<file path="src/rtl/wm_pkg.sv">
// Shared types and helpers for the bit-plane watermark embedder.
// Assumes 8-bit grayscale pixels; the embedding plane is fixed at bit 2.
package wm_pkg;
    localparam int PIX_W = 8;
    localparam int PLANE = 2;
    localparam int SEL_LO = PLANE + 1;

    typedef logic [PIX_W-1:0] pix_t;

    // Write one bit into the embedding plane, keeping every other bit.
    function automatic pix_t put_plane(input pix_t px, input logic b);
        pix_t r;
        r = px;
        r[PLANE] = b;
        return r;
    endfunction
endpackage

</file>
<file path="src/rtl/wm_select.sv">
// Six-input pixel selection function.
// Inputs u..y are pixel bits 7..3 and z is the current key bit.
// Written as a sum of products; the z literal appears in both polarities.
module wm_select (
    input  logic u,
    input  logic v,
    input  logic w,
    input  logic x,
    input  logic y,
    input  logic z,
    output logic fire
);
    // Evaluate the selection sum of products.
    always_comb begin
        fire = (u & v & ~w & x & ~y)
             | (u & v & w & x & ~y)
             | (u & v & w & ~x & ~y)
             | (u & v & y & z)
             | (u & v & y & ~z);
    end
endmodule

</file>
<file path="src/rtl/wm_mark_bank.sv">
// Watermark and key storage with the embedding counter.
// Assumes step pulses once per accepted pixel and load never coincides
// with step (the top module blocks input during a load).
module wm_mark_bank #(
    parameter int WM_LEN = 16,
    parameter int KEY_W  = 8,
    parameter int CNT_W  = $clog2(WM_LEN + 1)
) (
    input  logic              clk,
    input  logic              rst_n,
    input  logic              load,
    input  logic [WM_LEN-1:0] load_mark,
    input  logic [KEY_W-1:0]  load_key,
    input  logic              step,
    input  logic              fire,
    output logic              cur_bit,
    output logic              key_bit,
    output logic [CNT_W-1:0]  count,
    output logic              done
);
    localparam logic [CNT_W-1:0] LAST = CNT_W'(WM_LEN);

    logic [WM_LEN-1:0] mark_q;
    logic [KEY_W-1:0]  key_q;
    logic              embed;

    assign embed   = step && fire && !done;
    assign cur_bit = mark_q[0];
    assign key_bit = key_q[0];

    // Watermark shift register: advances only when a bit is embedded.
    always_ff @(posedge clk) begin
        if (!rst_n) begin
            mark_q <= '0;
        end else if (load) begin
            mark_q <= load_mark;
        end else if (embed) begin
            if (count + 1'b1 == LAST) mark_q <= '0;
            else                      mark_q <= mark_q >> 1;
        end
    end

    // Key register: rotates once per accepted pixel.
    always_ff @(posedge clk) begin
        if (!rst_n)     key_q <= '0;
        else if (load)  key_q <= load_key;
        else if (step)  key_q <= {key_q[0], key_q[KEY_W-1:1]};
    end

    // Embedding counter and done flag.
    always_ff @(posedge clk) begin
        if (!rst_n) begin
            count <= '0;
            done  <= 1'b1;
        end else if (load) begin
            count <= '0;
            done  <= 1'b0;
        end else if (embed) begin
            count <= count + 1'b1;
            if (count + 1'b1 == LAST) done <= 1'b1;
        end
    end

    assert_count_bound_R6: assert property (@(posedge clk) disable iff (!rst_n)
        count <= LAST);

    assert_count_step_R6: assert property (@(posedge clk) disable iff (!rst_n)
        !load |=> (count == $past(count)) || (count == $past(count) + 1'b1));

    assert_done_at_len_R6: assert property (@(posedge clk) disable iff (!rst_n)
        $rose(done) && !$past(load) |-> count == LAST);

    assert_load_clears_R7: assert property (@(posedge clk) disable iff (!rst_n)
        load |=> count == '0 && !done);
endmodule

</file>
<file path="src/rtl/wm_embed.sv">
// Bit-plane watermark embedder top.
// Takes one pixel per valid/ready handshake and registers the result with
// one cycle of latency. Assumes load_en is raised between frames.
module wm_embed #(
    parameter int WM_LEN = 16,
    parameter int KEY_W  = 8,
    parameter int CNT_W  = $clog2(WM_LEN + 1)
) (
    input  logic              clk,
    input  logic              rst_n,
    input  logic              load_en,
    input  logic [WM_LEN-1:0] load_mark,
    input  logic [KEY_W-1:0]  load_key,
    input  logic              in_valid,
    output logic              in_ready,
    input  logic [7:0]        in_pixel,
    output logic              out_valid,
    input  logic              out_ready,
    output logic [7:0]        out_pixel,
    output logic [CNT_W-1:0]  embed_count,
    output logic              done
);
    import wm_pkg::*;

    logic accept;
    logic fire;
    logic cur_bit;
    logic key_bit;
    pix_t next_px;

    assign in_ready = rst_n && !load_en && (!out_valid || out_ready);
    assign accept   = in_valid && in_ready;

    wm_select u_sel (
        .u    (in_pixel[7]),
        .v    (in_pixel[6]),
        .w    (in_pixel[5]),
        .x    (in_pixel[4]),
        .y    (in_pixel[SEL_LO]),
        .z    (key_bit),
        .fire (fire)
    );

    wm_mark_bank #(
        .WM_LEN (WM_LEN),
        .KEY_W  (KEY_W),
        .CNT_W  (CNT_W)
    ) u_bank (
        .clk       (clk),
        .rst_n     (rst_n),
        .load      (load_en),
        .load_mark (load_mark),
        .load_key  (load_key),
        .step      (accept),
        .fire      (fire),
        .cur_bit   (cur_bit),
        .key_bit   (key_bit),
        .count     (embed_count),
        .done      (done)
    );

    // Choose between the embedded pixel and the unaltered pixel.
    always_comb begin
        next_px = (fire && !done) ? put_plane(in_pixel, cur_bit) : in_pixel;
    end

    // Output register with valid/ready hold.
    always_ff @(posedge clk) begin
        if (!rst_n) begin
            out_valid <= 1'b0;
            out_pixel <= '0;
        end else if (accept) begin
            out_valid <= 1'b1;
            out_pixel <= next_px;
        end else if (out_ready) begin
            out_valid <= 1'b0;
        end
    end

    assert_stall_hold_R8: assert property (@(posedge clk) disable iff (!rst_n)
        out_valid && !out_ready |=> out_valid && $stable(out_pixel));

    assert_latency_R8: assert property (@(posedge clk) disable iff (!rst_n)
        accept |=> out_valid);

    assert_only_plane_R3: assert property (@(posedge clk) disable iff (!rst_n)
        accept |=> (out_pixel & 8'hFB) == ($past(in_pixel) & 8'hFB));

    assert_pass_unsel_R4: assert property (@(posedge clk) disable iff (!rst_n)
        accept && !(in_pixel[7] && in_pixel[6] && (|in_pixel[5:3]))
        |=> out_pixel == $past(in_pixel));
endmodule

</file>
<file path="config.mk">
export PLATFORM = sky130hd
export DESIGN_NAME = wm_embed
export DESIGN_NICKNAME = d
export VERILOG_FILES = /design/src/rtl/wm_pkg.sv /design/src/rtl/wm_select.sv /design/src/rtl/wm_mark_bank.sv /design/src/rtl/wm_embed.sv
export SDC_FILE = /design/constraint.sdc
export NUM_CORES = 1
export LEC_CHECK = 0
export ABC_AREA = 0
export BUFFER_PORTS_ARGS = -buffer_cell sky130_fd_sc_hd__buf_4
export CORE_MARGIN = 4
export CORE_UTILIZATION = 43
export DETAILED_ROUTE_END_ITERATION = 6
export PLACE_DENSITY = 0.8
export SETUP_SLACK_MARGIN = 0.1
export SLEW_MARGIN = 0
export SYNTH_ARGS = -nofsm -noshare
export SYNTH_HDL_FRONTEND = slang
export SYNTH_SLANG_ARGS = --single-unit
</file>
<file path="constraint.sdc">
create_clock -name clk -period 1.4 [get_ports clk]
set_input_delay 0 -clock clk [delete_from_list [all_inputs] [get_ports clk]]
set_output_delay 0 -clock clk [all_outputs]
set_load 0.05 [all_outputs]
</file>
# Word-level counts from Yosys, hierarchy flattened
# Index checks and enable logic that the tools add are counted.
# Widths: inputs -> output; s select.
dict set report totals {
  out_inout_bits 16
  in_bits 37
  wordCells 56
  regBits 39
}
dict set report classes {
  n_reduce_logical 16
  add_sub_neg 1
  bitwise 21
  n_eq_ne 1
  n_mux 11
}
# operator n
set op_table {}
lappend op_table {{$mux 16} 2}
lappend op_table {{$mux 8} 2}
lappend op_table {{$mux 15} 1}
lappend op_table {{$and 1x1->1} 12}
lappend op_table {{$reduce_bool 2->1} 4}
lappend op_table {{$logic_and 1x1->1} 6}
lappend op_table {{$add 5x1->5 const B} 1}
lappend op_table {{$eq 5x5->1 const B} 1}
lappend op_table {{$mux 1} 5}
lappend op_table {{$not 1->1} 5}
lappend op_table {{$or 1x1->1} 4}
lappend op_table {{$logic_not 1->1} 3}
lappend op_table {{$mux 3} 1}
lappend op_table {{$reduce_and 2->1} 1}
lappend op_table {{$reduce_or 2->1} 1}
lappend op_table {{$logic_or 1x1->1} 1}

# Depth between registers and ports, before layout
# Gate-level depths: netlist of run 1.
dict set report logic_depth {
  depth_word 12
  depth_mapped 6
}

# Modules after synthesis
# A second synthesis of run 1 with hierarchy kept.
dict set report hier_totals {
  hier_cells 229
  hier_area_um2 2125.8
}
# module seq_area_each_um2 cells_each area_per_inst_um2 n_inst
set modules_own_cells {}
lappend modules_own_cells {wm_mark_bank 600.6 183 1711.6 1}
lappend modules_own_cells {wm_embed 180.2 45 404.1 1}
lappend modules_own_cells {wm_select 0.0 1 10.0 1}

# Worst setup path after synthesis of run 1
# No wires, ideal clock.
dict set report synth_timing {
  path_type {register to register}
  startpoint {reg u_bank.count[4]}
  endpoint {reg u_bank.mark_q[0]}
  path_slack_ns -0.397
  stages_incl_launch_ff 6
  period_less_slack_ns 1.797
  t_arrival_ns 1.712
  t_required_ns 1.314
  cell_sequence {dfxtp_1 -> and4b_1 -> a21oi_1 -> clkbuf_1 -> o21ai_0 -> a211oi_1}
}
dict set report synth_via {
  elab_chain_cells 5
}
# item line
set synth_lines {}
lappend synth_lines {{start, declared} wm_mark_bank.sv:18} ;# output logic [CNT_W-1:0] count,
lappend synth_lines {{start signal, assigned} wm_mark_bank.sv:59} ;# count <= count + 1'b1;
lappend synth_lines {{$add 5x1->5} wm_mark_bank.sv:38} ;# if (count + 1'b1 == LAST) mark_q <= '0;
lappend synth_lines {{$eq 5x5->1} wm_mark_bank.sv:38}
lappend synth_lines {{$mux 15} wm_mark_bank.sv:38}
lappend synth_lines {{$mux 16} wm_mark_bank.sv:37} ;# end else if (embed) begin
lappend synth_lines {{$mux 16} wm_mark_bank.sv:35} ;# end else if (load) begin
lappend synth_lines {{end signal, assigned} wm_mark_bank.sv:36} ;# mark_q <= load_mark;
lappend synth_lines {{end signal, assigned} wm_mark_bank.sv:39} ;# else mark_q <= mark_q >> 1;
lappend synth_lines {{end, declared} wm_mark_bank.sv:23} ;# logic [WM_LEN-1:0] mark_q;
# Every way passes these cells. The select of a mux whose other input is x is not followed.
# A chain may end at the register's enable or synchronous reset.

# Worst setup path after layout of run 1
dict set report layout_timing {
  startpoint {reg u_bank.count[1]}
  endpoint {reg u_bank.mark_q[9]}
}
# Same word-level chain as after synthesis.

==> results of run 1 <==
report_power, final:
group	total (mW)	internal, mW	switching (mW)	leakage, nW
Clock	0.488	0.189	0.299	0.0254
Sequential	0.933	0.912	0.0209	0.258
Combinational	0.401	0.194	0.206	0.573
Total	1.82	1.30	0.526	0.857
layer usage:
layer	wire, um	share of wire, %	vias up
li1	-	-	777
met1	1920	39	781
met2	2610	53	60
met3	262	5.3	15
met4	131	2.7	0
met5	0	0	-
area by class of cell:
| type | instances | area, sq um |
|---|---|---|
| inverter | 2 | 7.51 |
| fill | 233 | 796 |
| timing repair buffer | 70 | 627 |
| multi-input combinational | 125 | 981 |
| tap | 44 | 55.1 |
| clock buffer | 7 | 45.0 |
| sequential | 31 | 642 |
through the flow:
step	setup TNS, ns	power, mW	std cells	cell area [sq um]
floorplan	-0.272	1.12	176	1510
global placement	0	1.25	259	1970
detailed placement	-0.0229	1.26	259	1970
CTS	0	1.77	279	2200
global route	-0.273	1.90	279	2360
finish	-0.0708	1.82	279	2360
cell usage after synthesis (all sizes together):
cell type and number:
a211oi 15, a21oi 16, a221oi 15, a31oi 1
and2 1, and3 1, and4b 1, buf 8
clkbuf 10, clkinv 1, dfxtp 31, ha 1
inv 1, mux2i 1, nand2 22, nand2b 1
nand3 5, nor2 1, nor2b 16, nor3 2
o211ai 1, o21ai 18, o31ai 3, or3 2
or4 2
worst paths after layout:
| path | endpoint | startpoint | cells after the start |
|---|---|---|---|
| min | u_bank.mark_q[13]$_SDFFE_PN0P_ | load_mark[13] | 3 |
| min reg2reg | out_pixel[5]$_SDFFE_PN0P_ | out_pixel[5]$_SDFFE_PN0P_ | 2 |
| max reg2reg | u_bank.mark_q[9]$_SDFFE_PN0P_ | u_bank.count[1]$_SDFFE_PP0P_ | 5 |
| max | u_bank.mark_q[9]$_SDFFE_PN0P_ | u_bank.count[1]$_SDFFE_PP0P_ | 5 |
timing repair:
item / 4_1_cts / 5_1_grt
setup buffers: 2 / 0
pin swaps: 5 / 11
gates cloned: 0 / 0
gates resized for setup: 10 / 36
hold endpoints to repair: 10 / 0
setup endpoints to repair: 19 / 20
hold buffers: 11 / 0
kinds of logic (layout without fill, tap and decap cells):
family / Yosys count / count (layout) / synth area share [%]
compound gates: 69 / 69 / 30.9
flops: 31 / 31 / 42.5
fa+ha+maj: 1 / 1 / 0.857
buf+inv: 20 / 79 / 5.66
simple gates: 54 / 54 / 19.4
mux: 1 / 1 / 0.686
registers in the layout, summed over array words and instances (netlist names):
| name | cells |
|---|---|
| out_pixel | 8 |
| u_bank.count | 5 |
| u_bank.done | 1 |
| out_valid | 1 |
| u_bank.mark_q | 16 |
worst max-delay path: cells and delay by family, from the launching register on:
family                 cells  cell delay (ns)
DFF                        1             0.39
and+or+nand+nor            1             0.20
buffers and inverters      1             0.17
AOI/OAI and AO/OA          3             0.59
==> results.md, run 1 <==
- CTS buffer count: 5
- Vias: approximately 1600
- Clk Tree Root Cell: clkbuf_4
- Distinct cells, synth: 27
- Register area share after synthesis: a little over two fifths
- Avg Vias per Cell: 5.85
- FMAX: 682 MHz
- Routing usage on met1: about a quarter
- Status: finished with violations
- Setup violations, final: 2
- P_leak: ~0.86 nW
- Htree depth: 2
- Max Slew Vio Count: 0
- Final hold violations: 0
- Violated checks: setup timing
- CP max FO: 16
- Share of post-route cells with drive strength above 1: between 40% and 50%
- Die area: ~4400 sq um
- Num Clock Sinks: 31
- Area share of the largest cell type after synthesis: 42.5%
- Hold Slack: ~0.033 ns
- Drt drc: 0
- Drt wl/cell: approximately 18 um
- Dominant cell type by area after synthesis: dfxtp_1
- Gr ovfl total: 0
- Initial antenna violation count: 0
- Worst rel slew slack: 70.6%
- Synth warn: 0
- Busiest grt layer: met2
- Syn Std Cell Area: 1460 sq um
- Die Ht: ~66 um
- PwrDens: a little under 800 nW/um^2
- DIE WIDTH: between 60 and 70 um
- Worst path arrival time: 1.69 ns
- CP Capture Type: flop
- GR Util met3: under 10%
- Req. time, crit path: around 1.6 ns
- Ports: between 50 and 60
- Overall routing resource usage: 22.1%
- Antenna Cells: 0
- Pre-CTS setup slack: -0.0154 ns
- Largest net degree at the start of global routing: 33
- Core ar.: 3150 sq um
- I/O Buffers: 44
- RSZ-0062 raised after global routing: yes
- Met2 usage: about two fifths
- Cells after Synth: 176
- Layout Nets: around 270
- Post-route ant nets: 0
- Peak supply drop: 576 uV
- Vias in the first global route: 1607
- Critical Path Source Type: flop
- CP Class: flop to flop
- Crit path largest cell delay: 0.39 ns
- Synthesized area per cell: slightly above 8 sq um
- DPL Wire Length: 2.76 mm
- First-pass GRT wire length: roughly 7.3 mm
- Min-delay worst type: input pin to flop
- R2R Setup Slk: -0.07 ns
- Crit-path cells: and4b_1 > a21oi_2 > buf_12 > o21ai_0 > a211oi_1
- Post-route setup slack: -0.0667 ns
- GP Congestion: 0.744
- Initial core utilization: a little under half
- Min cycle time layout: around 1.5 ns
- Row cnt: 20
- #FFs+latches synth: 31
- Commonest non-fill, non-tap cell in the layout: buf_4
- Period utilization: 105%
- Util after Layout: between 70% and 80%
- Clock latency on the worst-skew pair: ~0.34 ns
- Mapped Nets: 214
- Initial DRC Count: 130
- Reg clk slew, reported paths: about 0.11 ns
- Clock skew: between 0.015 and 0.02 ns
- Syn-to-layout area delta: 61.6%
- Least-Margin Pin Slew: approximately 0.44 ns
- Top cells by area, synth: dfxtp_1 (43%), a221oi_1 (9.0%), a211oi_1 (7.7%)
- Max clock buf depth: 2
- 1st-pass router iterations: 5
- TritonCTS clock tree: yes
- Most frequent cells in the layout: buf_4 (52), dfxtp_1 (24), nand2_1 (21), nor2b_1 (16), a21oi_1 (13)
- Max_cap viols: 0
- Critical-path top delay cell: dfxtp_4
- Total wire length: between 4 and 5 mm
No activity file was read; power rests on OpenSTA's default activity.
==> inputs of run 2 (changes only) <==
--- a/config.mk
+++ b/config.mk
@@ -8,9 +8,11 @@
 export ABC_AREA = 0
 export BUFFER_PORTS_ARGS = -buffer_cell sky130_fd_sc_hd__buf_4
 export CORE_MARGIN = 4
-export CORE_UTILIZATION = 43
+export CORE_UTILIZATION = 45
+export CTS_BUF_LIST = sky130_fd_sc_hd__clkbuf_2 sky130_fd_sc_hd__clkbuf_4 sky130_fd_sc_hd__clkbuf_8
 export DETAILED_ROUTE_END_ITERATION = 6
-export PLACE_DENSITY = 0.8
+export GPL_TIMING_DRIVEN = 0
+export PLACE_DENSITY = 0.83
 export SETUP_SLACK_MARGIN = 0.1
 export SLEW_MARGIN = 0
 export SYNTH_ARGS = -nofsm -noshare
==> run 2 against run 1 <==
The flow finishes with violations (hold timing, setup timing). Via count rose by 15%. Clock-buffer cell count rose by 1. Non-clock buffer count rose by 23. Utilization rose by 14 points. Register-to-register slack barely moved. Global-route usage rose by 5.1 points. Total power rose by 14%. Sequential power barely moved. Flip-flop and latch count did not move. Critical path type unchanged.
==> results.md, run 2 (synthesis gave the netlist of run 1 again) <==
- Setup violations, final: 10
- Htree depth: 2
- Clk Tree Root Cell: clkbuf_4
- Violated checks: hold timing, setup timing
- Largest reg by FF count: u_bank.mark_q
- Least-Margin Pin Slew: approximately 0.77 ns
- Final hold violations: 1
- Crit path largest cell delay: 0.37 ns
- Hold Slack: -0.00733 ns
- TritonCTS clock tree: yes
- Syn-to-layout area delta: 86.6%
- Pre-CTS setup slack: -0.215 ns
- Row cnt: 20
- Commonest non-fill, non-tap cell in the layout: buf_4
- Die area: 4220 sq um
- Max Slew Vio Count: 0
- Max_cap viols: 0
- Drt wl/cell: ~21 um
- Share of post-route cells with drive strength above 1: a little under three fifths
- Crit path max-delay family: buffers and inverters
- Total wire length: roughly 6.4 mm
- Initial DRC Count: ~200
- Final Power: slightly above 2 mW
- Critical Path Source Type: flop
- Status: finished with violations
- Clock skew: about 0.011 ns
- P_leak: roughly 1.0 nW
- CP most frequent cell: buf_6
- Antenna Cells: 0
- Gr ovfl total: 0
- CP Capture Type: flop
- Top flop regs: u_bank.mark_q: 16 flops, out_pixel: 8 flops, u_bank.count: 5 flops
- Most frequent cells in the layout: buf_4 (53), dfxtp_1 (24), nand2_1 (19), nor2b_1 (16), a211oi_2 (14)
- Die Ht: ~65 um
- Layout Nets: 296
- Worst rel slew slack: approximately 50%
- Req. time, crit path: 1.66 ns
- Peak supply drop: roughly 680 uV
- Worst path arrival time: 1.72 ns
- Max clock buf depth: 2
- Initial antenna violation count: 0
- Min cycle time layout: ~1.5 ns
- Core ar.: a little over 3000 sq um
- RSZ-0062 raised after global routing: yes
- GP Congestion: 0.820
- Reg clk slew, reported paths: approximately 0.11 ns
- DPL Wire Length: ~2.6 mm
- CP Class: flop to flop
- Drt drc: 0
- Buf+Inv Stages, Crit Path: 3
- Max FFs per register: 16
- First-pass GRT wire length: about 8.7 mm
- DIE WIDTH: approximately 65 um
- FMAX: between 600 and 700 MHz
- I/O Buffers: 44
- Ports: 53
- CTS buffer count: 5
- Clock latency on the worst-skew pair: 0.36 ns
- Num Clock Sinks: 31
- Avg Vias per Cell: between 6 and 7
- Initial core utilization: a little under half
- Crit-path cells: nand2b_4 > and3_4 > buf_8 > buf_6 > buf_6 > nand2_2 > o31ai_2
- Min-delay worst type: input pin to flop
- Critical-path top delay cell: dfxtp_4
- Largest net degree at the start of global routing: 11
- Post-route setup slack: -0.0586 ns
- Vias: roughly 1900
- Overall routing resource usage: a little over a quarter
- Period utilization: 104%
- Vias in the first global route: about 1700
- 1st-pass router iterations: 4
- PwrDens: 761 nW/um^2
- Post-route ant nets: 0
- CP max FO: 4
## run 2: repair_timing
item,CTS,global route
hold endpoints to repair,10,1
resized for setup,61,47
setup endpoints to repair,25,30
buffers inserted,15,0
hold buffers,10,1
gates cloned,3,2
pin swaps,21,16
## run 2: cell type report
class / instances / area [sq um]
fill: 128 / 355
clock buffer: 8 / 72.6
timing repair buffer: 75 / 666
tap: 44 / 55.1
sequential: 31 / 644
inverter: 2 / 7.51
multi-input combinational: 125 / 1120
buffer: 18 / 158
## run 2: worst paths after layout
check                                 start                             end  slack, ns  cells after the start
hold / removal                load_mark[11]  u_bank.mark_q[11]$_SDFFE_PN0P_     -0.007                      3
setup reg to reg     out_valid$_SDFFE_PN0P_        u_bank.done$_SDFFE_PN1P_      -0.06                      7
hold reg to reg   out_pixel[5]$_SDFFE_PN0P_       out_pixel[5]$_SDFFE_PN0P_       0.46                      2
setup / recovery     out_valid$_SDFFE_PN0P_        u_bank.done$_SDFFE_PN1P_      -0.06                      7
## run 2: routing by layer
metal,part of all wire (%),vias up,track usage [%]
met2,50,116,43.3
met5,0,-,0
met3,7.5,18,7.28
met1,39,929,33.7
met4,2.6,0,13.2
li1,-,823,-
## run 2: worst reg2reg max path: cells and delay by family, from the launching register on
family                 cells  cell delay [ns]
buffers and inverters      3             0.40
DFF                        1             0.37
and+or+nand+nor            3             0.32
AOI/OAI and AO/OA          1             0.27
## run 2: metrics by stage
step           util, %  instances  instance area, sq um  setup TNS, ns
6_report          88.5        303                  2720         -0.211
5_1_grt           88.5        303                  2720         -0.770
4_1_cts           80.8        300                  2490       -0.00761
3_5_place_dp      61.6        264                  1900          -1.74
3_3_place_gp      61.6        264                  1900          -1.68
2_1_floorplan        -        176                  1510         -0.272
## run 2: power by group
group	total (mW)	internal (mW)	switching, mW
clock	0.652	0.314	0.338
combinational	0.486	0.233	0.253
sequential	0.933	0.910	0.0225
total	2.07	1.46	0.613
==> inputs of run 3 (changes only) <==
--- a/config.mk
+++ b/config.mk
@@ -13,7 +13,6 @@
 export DETAILED_ROUTE_END_ITERATION = 6
 export GPL_TIMING_DRIVEN = 0
 export PLACE_DENSITY = 0.83
-export SETUP_SLACK_MARGIN = 0.1
 export SLEW_MARGIN = 0
 export SYNTH_ARGS = -nofsm -noshare
 export SYNTH_HDL_FRONTEND = slang
==> run 3 against run 2 <==
The flow finishes with violations (setup timing). Design area fell by 11%. First-iteration DRC count decreased by 60%. Combinational power fell by 16%. Routed wire length fell by 17%. Clock-buffer cell count unchanged. Worst setup slack improved by 0.044 ns. Total power shrank 4.1%. Sequential power about the same. Maximum frequency up 3.1%. Critical endpoint is now u_bank.mark_q[15]$_SDFFE_PN0P_.
==> results.md, run 3 (synthesis gave the netlist of run 1 again) <==
- Status: finished with violations
- Violated checks: setup timing
- Initial DRC Count: just over 80
- Hold Slack: roughly 0.013 ns
- FF-to-FF Start: u_bank.done$_SDFFE_PN1P_
- P_leak: just under 0.9 nW
- Layout Nets: ~280
- Gr ovfl total: 0
- Final hold violations: 0
- RSZ-0062 raised after global routing: yes
- Antenna Cells: 0
- Peak supply drop: between 700 and 800 uV
- FMAX: roughly 700 MHz
- Largest net degree at the start of global routing: 11
- Min-delay worst type: input pin to flop
- Top flop regs: u_bank.mark_q: 16 flops, out_pixel: 8 flops, u_bank.count: 5 flops
- Final std cells w/o fill: around 290
- Worst path arrival time: about 1.6 ns
- Least-Margin Pin Slew: a little under 1 ns
- Initial antenna violation count: 0
- Initial core utilization: a little under half
- Fill count: slightly below 200
- Row cnt: 20
- Total wire length: roughly 5.2 mm
- 1st-pass router iterations: 5
- Vias: 1708
- Reg clk slew, reported paths: ~0.10 ns
- DPL Wire Length: 2.86 mm
- Clock latency on the worst-skew pair: between 0.3 and 0.4 ns
- Largest reg by FF count: u_bank.mark_q
- Drt wl/cell: around 18 um
- Max FFs per register: 16
- Min cycle time layout: 1.41 ns
- Share of post-route cells with drive strength above 1: 45.0%
- PwrDens: roughly 800 nW/um^2
- DIE WIDTH: approximately 65 um
- CTS buffer count: 5
- Die Ht: 64.9 um
- CP max FO: 8
- Ports: between 50 and 60
- Setup violations, final: 3
- Worst rel slew slack: 35.8%
- TritonCTS clock tree: yes
- Die area: ~4200 sq um
- CP Capture Type: flop
- Max Slew Vio Count: 0
- Avg Vias per Cell: approximately 6.0
- Overall routing resource usage: 22.8%
- Post-route ant nets: 0
- Max_cap viols: 0
- Period utilization: 101%
- Num Clock Sinks: 31
- Most frequent cells in the layout: buf_4 (47), dfxtp_1 (24), nand2_1 (21), nor2b_1 (16), a21oi_1 (13)
- Core ar.: between 3000 and 4000 sq um
- Syn-to-layout area delta: 65.3%
- I/O Buffers: 44
- Crit. Startpoint: u_bank.done$_SDFFE_PN1P_
- CP Class: flop to flop
- Post-route setup slack: -0.0149 ns
- Clk Tree Root Cell: clkbuf_4
- Req. time, crit path: between 1.5 and 2 ns
- First-pass GRT wire length: 7.44 mm
- Clock skew: approximately 0.0056 ns
- Drt drc: 0
- Commonest non-fill, non-tap cell in the layout: buf_4
- Max clock buf depth: 2
- Critical Path Source Type: flop
- Dpl cells: approximately 260
- GP Congestion: slightly above 0.8
- Setup TNS: -0.0237 ns
- Final Power: 1.99 mW
- Worst hold start: load_mark[11]
- Vias in the first global route: around 1600
- Htree depth: 2
-- run 3: changes by cell type in the layout (fill, tap and decap cells not counted), moves of 4 or more --
cell | before | now
a211oi_1 | 1 | 7
a211oi_2 | 14 | 8
a21oi_1 | 9 | 13
a21oi_2 | 6 | 2
a221oi_1 | 0 | 5
a221oi_2 | 9 | 5
buf_4 | 53 | 47
buf_6 | 11 | 4
buf_8 | 5 | 1
-- run 3: worst max-delay path, stage by stage (launching register included) --
cell and delay [ns]:
dfxtp_4 0.35, or3_4 0.39, buf_4 0.17, o211ai_1 0.24, a21oi_1 0.13
-- run 3: layout make-up --
class                           count  area, sq um  area share (%)
Clock buffer                        8         72.6            3.01
Buffer                             17          131            5.45
Tap cell                           44         55.1            2.28
Inverter                            2         7.51           0.311
Timing Repair Buffer               59          489            20.3
Multi-Input combinational cell    125         1010            42.0
Sequential cell                    31          642            26.6
-- run 3: stage by stage --
stage	util (%)	worst slack [ns]	instance area, sq um
final	78.3	-0.0149	2410
after global routing	78.3	-0.0542	2410
after floorplan	-	-0.0332	1510
after detailed placement	61.6	-0.240	1900
after global placement	61.6	-0.229	1900
after CTS	70.7	-0.0469	2180
-- run 3: final timing paths --
kind | slack [ns] | depth (start not counted) | end
setup / recovery | -0.01 | 4 | u_bank.mark_q[15]$_SDFFE_PN0P_
hold / removal | 0.01 | 3 | u_bank.mark_q[11]$_SDFFE_PN0P_
setup reg to reg | -0.01 | 4 | u_bank.mark_q[15]$_SDFFE_PN0P_
hold reg to reg | 0.46 | 2 | out_pixel[0]$_SDFFE_PN0P_
-- run 3: report_power, final --
part	internal, mW	switching, mW
registers	0.912	0.0229
clock network	0.314	0.328
logic	0.193	0.217
total	1.42	0.567
-- run 3: repair_timing --
item / in CTS / in global routing
endpoints found under the hold margin: 10 / 0
buffers inserted: 4 / 0
pin swaps: 2 / 25
resized for setup: 18 / 59
hold buffers: 10 / 0
setup endpoints to repair: 24 / 24
cloned: 0 / 1
-- run 3: routing by layer --
| metal | track usage [%] | vias to the layer above | wire length, um |
|---|---|---|---|
| met5 | 0 | - | 0 |
| met4 | 12.9 | 0 | 150 |
| met3 | 3.81 | 22 | 374 |
| met2 | 38.6 | 86 | 2610 |
| met1 | 27.0 | 814 | 2110 |
| li1 | - | 786 | - |
